### src/rtl/hist_pkg.sv
package hist_pkg;

  // Strobes from the control to the datapath.
  typedef struct packed {
    logic upd;      // count the current sample
    logic updPage;  // page receiving the update
    logic swap;     // interval boundary this cycle
    logic rdPage;   // completed page served to the host
  } hist_ctrl_t;

endpackage

### src/rtl/hist_ctrl.sv
module hist_ctrl
  import hist_pkg::*;
(
  input  logic       clk,
  input  logic       rstN,
  input  logic       inValid,
  input  logic       inSync,
  output hist_ctrl_t ctrl
);

  logic curPage;
  logic nextPage;

  // A sync cycle already targets the new page.
  assign nextPage = inSync ? ~curPage : curPage;

  always_ff @(posedge clk) begin
    if (!rstN) curPage <= 1'b0;
    else       curPage <= nextPage;
  end

  always_comb begin
    ctrl.upd     = inValid;
    ctrl.updPage = nextPage;
    ctrl.swap    = inSync;
    ctrl.rdPage  = ~nextPage;
  end

endmodule

### src/rtl/hist_datapath.sv
module hist_datapath
  import hist_pkg::*;
#(
  parameter int BIN_W   = 4,
  parameter int COUNT_W = 32
) (
  input  logic               clk,
  input  logic               rstN,
  input  hist_ctrl_t         ctrl,
  input  logic [BIN_W-1:0]   inBin,
  input  logic [BIN_W-1:0]   rdBin,
  output logic [COUNT_W-1:0] rdCount
);

  localparam int ADDR_W = BIN_W + 1;
  localparam int NBINS  = 1 << BIN_W;
  localparam int WORDS  = 2 * NBINS;

  logic [COUNT_W-1:0] mem [WORDS];
  logic [WORDS-1:0]   touched;

  // Update pipeline: stage 1 holds the sample whose RAM word has returned.
  logic               s1Valid;
  logic [ADDR_W-1:0]  s1Addr;
  logic [COUNT_W-1:0] updQ;
  logic               lastValid;
  logic [ADDR_W-1:0]  lastAddr;
  logic [COUNT_W-1:0] lastData;
  logic [COUNT_W-1:0] oldCount;
  logic [COUNT_W-1:0] wrData;
  logic               fwdHit;

  // Host read pipeline.
  logic [COUNT_W-1:0] hostQ;
  logic               hostTouched;

  logic [ADDR_W-1:0] updAddr;
  logic [ADDR_W-1:0] hostAddr;
  assign updAddr  = {ctrl.updPage, inBin};
  assign hostAddr = {ctrl.rdPage, rdBin};

  // RAM read-before-write on the same edge, hence the forward register.
  always_ff @(posedge clk) begin
    if (s1Valid) mem[s1Addr] <= wrData;
    updQ  <= mem[updAddr];
    hostQ <= mem[hostAddr];
  end

  always_comb begin
    fwdHit = lastValid && (lastAddr == s1Addr);
    if (fwdHit)                oldCount = lastData;
    else if (touched[s1Addr])  oldCount = updQ;
    else                       oldCount = '0;
    wrData = (&oldCount) ? oldCount : oldCount + 1'b1;
  end

  always_ff @(posedge clk) begin
    if (!rstN) begin
      s1Valid     <= 1'b0;
      s1Addr      <= '0;
      lastValid   <= 1'b0;
      lastAddr    <= '0;
      lastData    <= '0;
      touched     <= '0;
      hostTouched <= 1'b0;
      rdCount     <= '0;
    end else begin
      s1Valid     <= ctrl.upd;
      s1Addr      <= updAddr;
      lastValid   <= s1Valid;
      lastAddr    <= s1Addr;
      lastData    <= wrData;
      hostTouched <= touched[hostAddr];
      rdCount     <= hostTouched ? hostQ : '0;
      if (ctrl.swap) begin
        for (int b = 0; b < NBINS; b++)
          touched[{ctrl.updPage, BIN_W'(b)}] <= 1'b0;
      end
      if (s1Valid) touched[s1Addr] <= 1'b1;
    end
  end

endmodule

### src/rtl/hist_top.sv
module hist_top
  import hist_pkg::*;
#(
  parameter int DATA_W  = 8,
  parameter int BIN_W   = 4,
  parameter int COUNT_W = 32
) (
  input  logic               clk,
  input  logic               rstN,
  input  logic [DATA_W-1:0]  inData,
  input  logic               inValid,
  input  logic               inSync,
  input  logic [BIN_W-1:0]   rdBin,
  output logic [COUNT_W-1:0] rdCount
);

  hist_ctrl_t       ctrl;
  logic [BIN_W-1:0] inBin;

  assign inBin = inData[DATA_W-1 -: BIN_W];

  hist_ctrl u_ctrl (
    .clk     (clk),
    .rstN    (rstN),
    .inValid (inValid),
    .inSync  (inSync),
    .ctrl    (ctrl)
  );

  hist_datapath #(
    .BIN_W   (BIN_W),
    .COUNT_W (COUNT_W)
  ) u_dp (
    .clk     (clk),
    .rstN    (rstN),
    .ctrl    (ctrl),
    .inBin   (inBin),
    .rdBin   (rdBin),
    .rdCount (rdCount)
  );

endmodule

### config.mk
export PLATFORM = sky130hd
export DESIGN_NAME = hist_top
export DESIGN_NICKNAME = d
export VERILOG_FILES = /design/src/rtl/hist_pkg.sv /design/src/rtl/hist_ctrl.sv /design/src/rtl/hist_datapath.sv /design/src/rtl/hist_top.sv
export SDC_FILE = /design/constraint.sdc
export NUM_CORES = 1
export LEC_CHECK = 0
export ABC_CLOCK_PERIOD_IN_PS = 6370
export BUFFER_PORTS_ARGS = -buffer_cell sky130_fd_sc_hd__buf_2
export CORE_MARGIN = 3
export CORE_UTILIZATION = 30
export CTS_CLUSTER_SIZE = 20
export DETAILED_ROUTE_END_ITERATION = 7
export GPL_TIMING_DRIVEN = 1
export PLACE_DENSITY = 0.55
export SYNTH_ARGS = -nofsm -noshare
export SYNTH_HDL_FRONTEND = slang
export SYNTH_HIERARCHICAL = 1
export SYNTH_SLANG_ARGS = --single-unit
### constraint.sdc
create_clock -name clk -period 6.37 [get_ports clk]
set_clock_uncertainty 0.05 [all_clocks]
set_input_delay 0.637 -clock clk [delete_from_list [all_inputs] [get_ports clk]]
set_output_delay 0.637 -clock clk [all_outputs]
set_load 0.02 [all_outputs]
Yosys cells after proc, flatten, opt, wreduce, memory -nomap -nowiden:

Memories as Yosys holds them, arrays and structs flattened. A register that Yosys moved wholly into a read port is not among the register bits.
Index checks and enable logic that the tools add are counted.
W data, S select, Z words.

* register bits: 110
* memories kept: 1
* memory bits (writable): 1024
* output and inout port bits: 32
* bits of input ports: 16

* bitwise gates (word level): 35
* $add $sub $neg: 1
* eq/ne operators: 1
* order comparisons: 35
* muxes and demuxes: 47
* reduce and logical (&&, ||, !) cells: 20

Memory list
* u_dp.mem: words 32, width 32, rd ports 2, clocked after Yosys merged registers in 2, write ports 1, RTL line hist_datapath.sv:19 `logic [COUNT_W-1:0] mem [WORDS];`

Operators by type and width (number)
* $and A32 B32 Y32: 16
* $mux W32: 6
* $lt A5 B6 Y1 const B: 18
* $ge A5 B1 Y1 const B: 17
* $add A32 B1 Y32 const B: 1
* $not A17 Y32: 1
* $not A18 Y32: 1
* $not A19 Y32: 1
* $not A20 Y32: 1
* $not A21 Y32: 1
* $not A22 Y32: 1
* $not A23 Y32: 1
* $not A24 Y32: 1
* $not A25 Y32: 1
* $not A26 Y32: 1
* $not A27 Y32: 1
* $not A28 Y32: 1
* $not A29 Y32: 1
* $not A30 Y32: 1
* $not A31 Y32: 1
* $not A32 Y32: 1
* $or A32 B32 Y32: 1
* $reduce_and A32 Y1: 1
* $mux W1: 22
* other kinds (7): 41

Longest topological paths before layout:

* depth in word-level cells: 27
* depth in mapped cells: 21
* gate-level depth less buffers: 14

By module:

The synthesis kept the hierarchy.

Modules (own cells, without submodules)
* hist_datapath: cells each 2631, instances 1, area each 53515.1 µm²
* hist_ctrl: cells each 7, instances 1, area each 61.3 µm²

Worst setup path before layout:

No wires, ideal clock.

* path kind: register -> register
* start: register u_dp.s1Addr[4]
* end: memory u_dp.mem[0][23] (data pin)
* setup slack: 1281 ps
* stages on the path, launching flop included: 22
* buffers on the path: 7
* library setup time: 387 ps
* arrival time: 4652 ps
* path through: dfxtp_1 -> buf_2 -> xor2_1 -> nor4_2 -> and3_1 -> buf_4 -> buf_4 -> buf_2 -> buf_2 -> buf_2 -> nand2_1 -> o21ai_0 -> ha_1 -> and3_1 -> a32oi_1 -> nor4_1 -> a21oi_1 -> a21oi_4 -> buf_6 -> nand3_2 -> and4_4 -> xnor2_1

* longest elaborated chain between the ends: 6

RTL lines
* start, declared: RTL line hist_datapath.sv:24 `logic [ADDR_W-1:0] s1Addr;`
* start signal, assigned: RTL line hist_datapath.sv:69 `s1Addr <= updAddr;`
* $bmux W1 S5: RTL line hist_datapath.sv:52 `else if (touched[s1Addr]) oldCount = updQ;`
* $mux W1 (not written as such): RTL line hist_datapath.sv:52
* $mux W32: RTL line hist_datapath.sv:52
* $mux W32 *: RTL line hist_datapath.sv:51 `if (fwdHit) oldCount = lastData;`
* $add A32 B1 Y32 / $reduce_and A32 Y1 (equally long branches): RTL line hist_datapath.sv:54 `wrData = (&oldCount) ? oldCount : oldCount + 1'b1;`
* $mux W32 *: RTL line hist_datapath.sv:54
* via u_dp.wrData[23]: RTL line hist_datapath.sv:30 `logic [COUNT_W-1:0] wrData;`
* end, declared: RTL line hist_datapath.sv:19

Mark *: on every way through the listed nets, which the timed path passes. The rest lies on a longest branch. The select of a mux whose other input is x is not followed.

Worst setup path in the final report:

* start: register u_dp.s1Addr[0]
* end: memory u_dp.mem[12][29] (data pin)

Same word-level chain as after synthesis.

==> run summary <==
Reg2Reg Depth -> 15
Int Power -> 13.9 mW
routing usage on met3 -> 2.79%
maximum vdd drop -> 233 uV
synth top area cells -> edfxtp_1 57%, mux4_2 27%, dfxtp_1 6.5%
Hold Path Sink -> u_dp/s1Valid
CTS tree -> done
max-slew violations -> 0
core region area -> 177000 um^2
final core utilization -> 34.8%
maximum fanout along the worst path -> 32
TritonCTS buffer count -> 134
Post-Syn Nets -> 2655
Ports -> 48
Slew @ Worst Pin -> 1.22 ns
WHS Path Cells -> 2
CTS root buf -> clkbuf_16
GRT Max-Usage Layer -> met2
f_max -> 175 MHz
Synth warnings -> 6
top-area cell type share of the netlist area -> 57.4%
Initial DRT Pass Iterations -> 5
final period utilization -> 89.7%
EDFF count, synth -> 1024
CP Data Required Time -> 6.85 ns
Worst Setup SP -> u_dp/s1Addr[0]
Initial Utilization -> 30.3%
switching power -> 4.12 mW
share of total power in sequential cells -> 49.5%
Routed WL -> 155 mm
TNS Setup -> 0 ns
mapped cell area -> 53600 um^2
# rows -> 154
Congestion Overflow GR -> 0
met1 GRT Util -> 22.4%
gpl congestion -> 0.860
nets@finish -> 2732
Tmin final -> 5.71 ns
Worst Hold Launch -> inValid
FFs w/ async S/R, synth -> 0%
Distinct cells, synth -> 71
Finish-stage setup viols -> 0
Max clock buf depth -> 3
largest net degree at the start of global routing -> 86
Power Density -> 292 nW/um^2
sw frac -> 22.9%
Max Cap Viol -> 0
ys flop type -> edfxtp_1
sequential area share after synthesis -> 63.9%
FILL cells -> 16400
WL/cell -> 30.1 um
Die H -> 429 um
Seq cells post-synth -> 1198
aggregate global-route resource usage -> 16.8%
Clock Sinks -> 1198
drt first-iter violations -> 2934
drt via density -> 5.51
Pwr Total -> 18.0 mW
setup slack, reg-to-reg -> 0.66 ns
Setup CP Type -> reg -> reg
worst skew pair latency -> 0.76 ns
first-pass GRT wire length -> 221 mm
H-tree depth -> 4
CTS-repair resized insts -> 0
CTS Hold Buffers Added -> 0
run status -> finished, final reports clean
FF-to-FF Start -> u_dp/s1Addr[0]
ANT nets after route -> 0
area added between synthesis and finish -> 15.0%
clock network power share -> 42.1%
unrepaired setup endpoints after global routing -> false
Hold Vio Cnt, Final -> 0
CTS clock-pin slew for the worst setup and hold paths -> 0.06 ns
number of global-route vias before repair -> 29200
critical path launch point type -> flip-flop
crit path DAT -> 6.20 ns
Die X -> 429 um
Final HPWL DP -> 86.5 mm
fraction of layout cells with a size suffix above 1 -> 40.4%
Post-CTS Setup Bufs -> 0
met2 layer usage reported by global route -> 28.0%
worst hold path type -> in -> reg
CP endpoint kind -> flip-flop
Static Leak -> 19.4 nW
biggest area consumer among synthesized cells -> edfxtp_1
most numerous cell in the Yosys netlist -> edfxtp_1
Combinational Power Share -> 8.4%
DRC -> 0
die area -> 184000 um^2
commonest cells in the netlist -> 1024 x edfxtp_1, 650 x mux4_2, 174 x dfxtp_1
initial antenna violation count -> 2
vias -> 28500
Post-Synthesis Cells -> 2638
Syn Area/Cell -> 20.3 um^2
FF-to-FF End -> u_dp/mem[12][29]
I/O Buffers -> 43
max_slew headroom -> 18.7%
flip-flops by register name, summed over array words and instances (netlist names):
| register | flops |
|---|---|
| u_ctrl/curPage | 1 |
| u_dp/hostQ | 32 |
| u_dp/hostTouched | 1 |
| u_dp/lastAddr | 5 |
| u_dp/lastData | 32 |
| u_dp/lastValid | 1 |
| u_dp/mem | 1024 |
| u_dp/rdCount | 32 |
| u_dp/s1Addr | 5 |
| u_dp/s1Valid | 1 |
| u_dp/touched | 32 |
| u_dp/updQ | 32 |
placed cells by master, fill, tap and decap left out, types with 11 or more instances in the layout:
cell type  Yosys  layout
a21oi_1       51      50
and2_1        39      39
and3_1        48      47
buf_12         0      13
buf_2         15      34
buf_4          7      96
clkbuf_1     118      45
clkbuf_16      0     138
clkbuf_8       0      12
clkinv_2       0      23
dfxtp_1      174     173
edfxtp_1    1024    1024
mux2_2        64      64
mux2i_1       18      18
mux4_2       650     650
nand2_1       58      58
nand3_1       29      28
nand4_1       12      12
nor2_1        84      50
nor2_4         0      32
nor3_1        11      11
o21ai_0       24      24
xnor2_2        0      13
xor2_2         0      11
routing by layer:
metal,vias up,share of wire (%)
met1,15600,41
met2,1104,50
li1,11500,-
met5,-,0
met4,0,2.8
met3,244,6.1
cell type report:
| class | count | area, um^2 | share of cell area, % |
|---|---|---|---|
| flip-flops and latches | 1198 | 34200 | 55.6 |
| multi-input cells | 1225 | 18900 | 30.7 |
| clock buffers | 195 | 3790 | 6.15 |
| well taps | 2340 | 2930 | 4.75 |
| repair buffers | 149 | 1230 | 2.00 |
| clock inverters | 51 | 495 | 0.804 |
| inverters | 7 | 27.5 | 0.0447 |
| diodes | 1 | 2.50 | 0.00406 |
power groups by stage:
stage	sequential [mW]	combinational [mW]	clock, mW
2_1_floorplan	9.01	1.01	0
3_3_place_gp	9.06	1.53	0
3_5_place_dp	9.06	1.54	0
4_1_cts	8.89	1.54	7.75
5_1_grt	8.90	1.62	8.07
6_report	8.89	1.52	7.57
stage by stage:
step | hold slack [ns] | instance area (um^2) | cells | setup slack, ns
floorplan | 0.394 | 53600 | 2638 | 1.28
global placement | 0.398 | 57300 | 4919 | 0.812
detailed placement | 0.401 | 57300 | 4919 | 0.822
CTS | 0.136 | 61600 | 5165 | 0.786
global route | 0.149 | 61600 | 5166 | 0.392
finish | 0.169 | 61600 | 5166 | 0.656
worst max-delay path: stages, from the launching register on:
cell	delay, ns
dfxtp_1	0.95
mux2i_1	0.28
o22ai_1	0.13
nor4_1	0.44
o22a_1	0.47
o21ai_0	0.29
ha_1	0.36
and3_1	0.21
a32oi_1	0.24
nor4_1	0.09
a21oi_1	0.41
a21oi_4	0.19
a311o_1	0.45
o31a_1	0.27
nor2_1	0.29
buf_4	0.36
cells by family (layout without fill, tap and decap cells):
| group | Yosys count | in the layout | share of synthesized area, % |
|---|---|---|---|
| AO/OA/AOI/OAI | 138 | 138 | 1.70 |
| AND/OR/NAND/NOR | 323 | 323 | 3.19 |
| buffers and inverters | 215 | 402 | 1.66 |
| other | 0 | 1 | 0 |
| multiplexers | 733 | 733 | 29.0 |
| flip-flops | 1198 | 1198 | 63.9 |
| XOR/XNOR | 30 | 30 | 0.490 |
| adder cells (fa/ha/maj) | 1 | 1 | 0.0233 |
worst max path at each step:
stage | endpoint | slack [ns]
after global placement | u_dp/mem[8][29] | 0.81
after detailed placement | u_dp/mem[10][29] | 0.82
after CTS | u_dp/mem[5][29] | 0.79
after floorplan | u_dp/mem[0][23] | 1.28
after global routing | u_dp/mem[13][29] | 0.39
final | u_dp/mem[12][29] | 0.66
No activity file was read; power rests on OpenSTA's default activity.
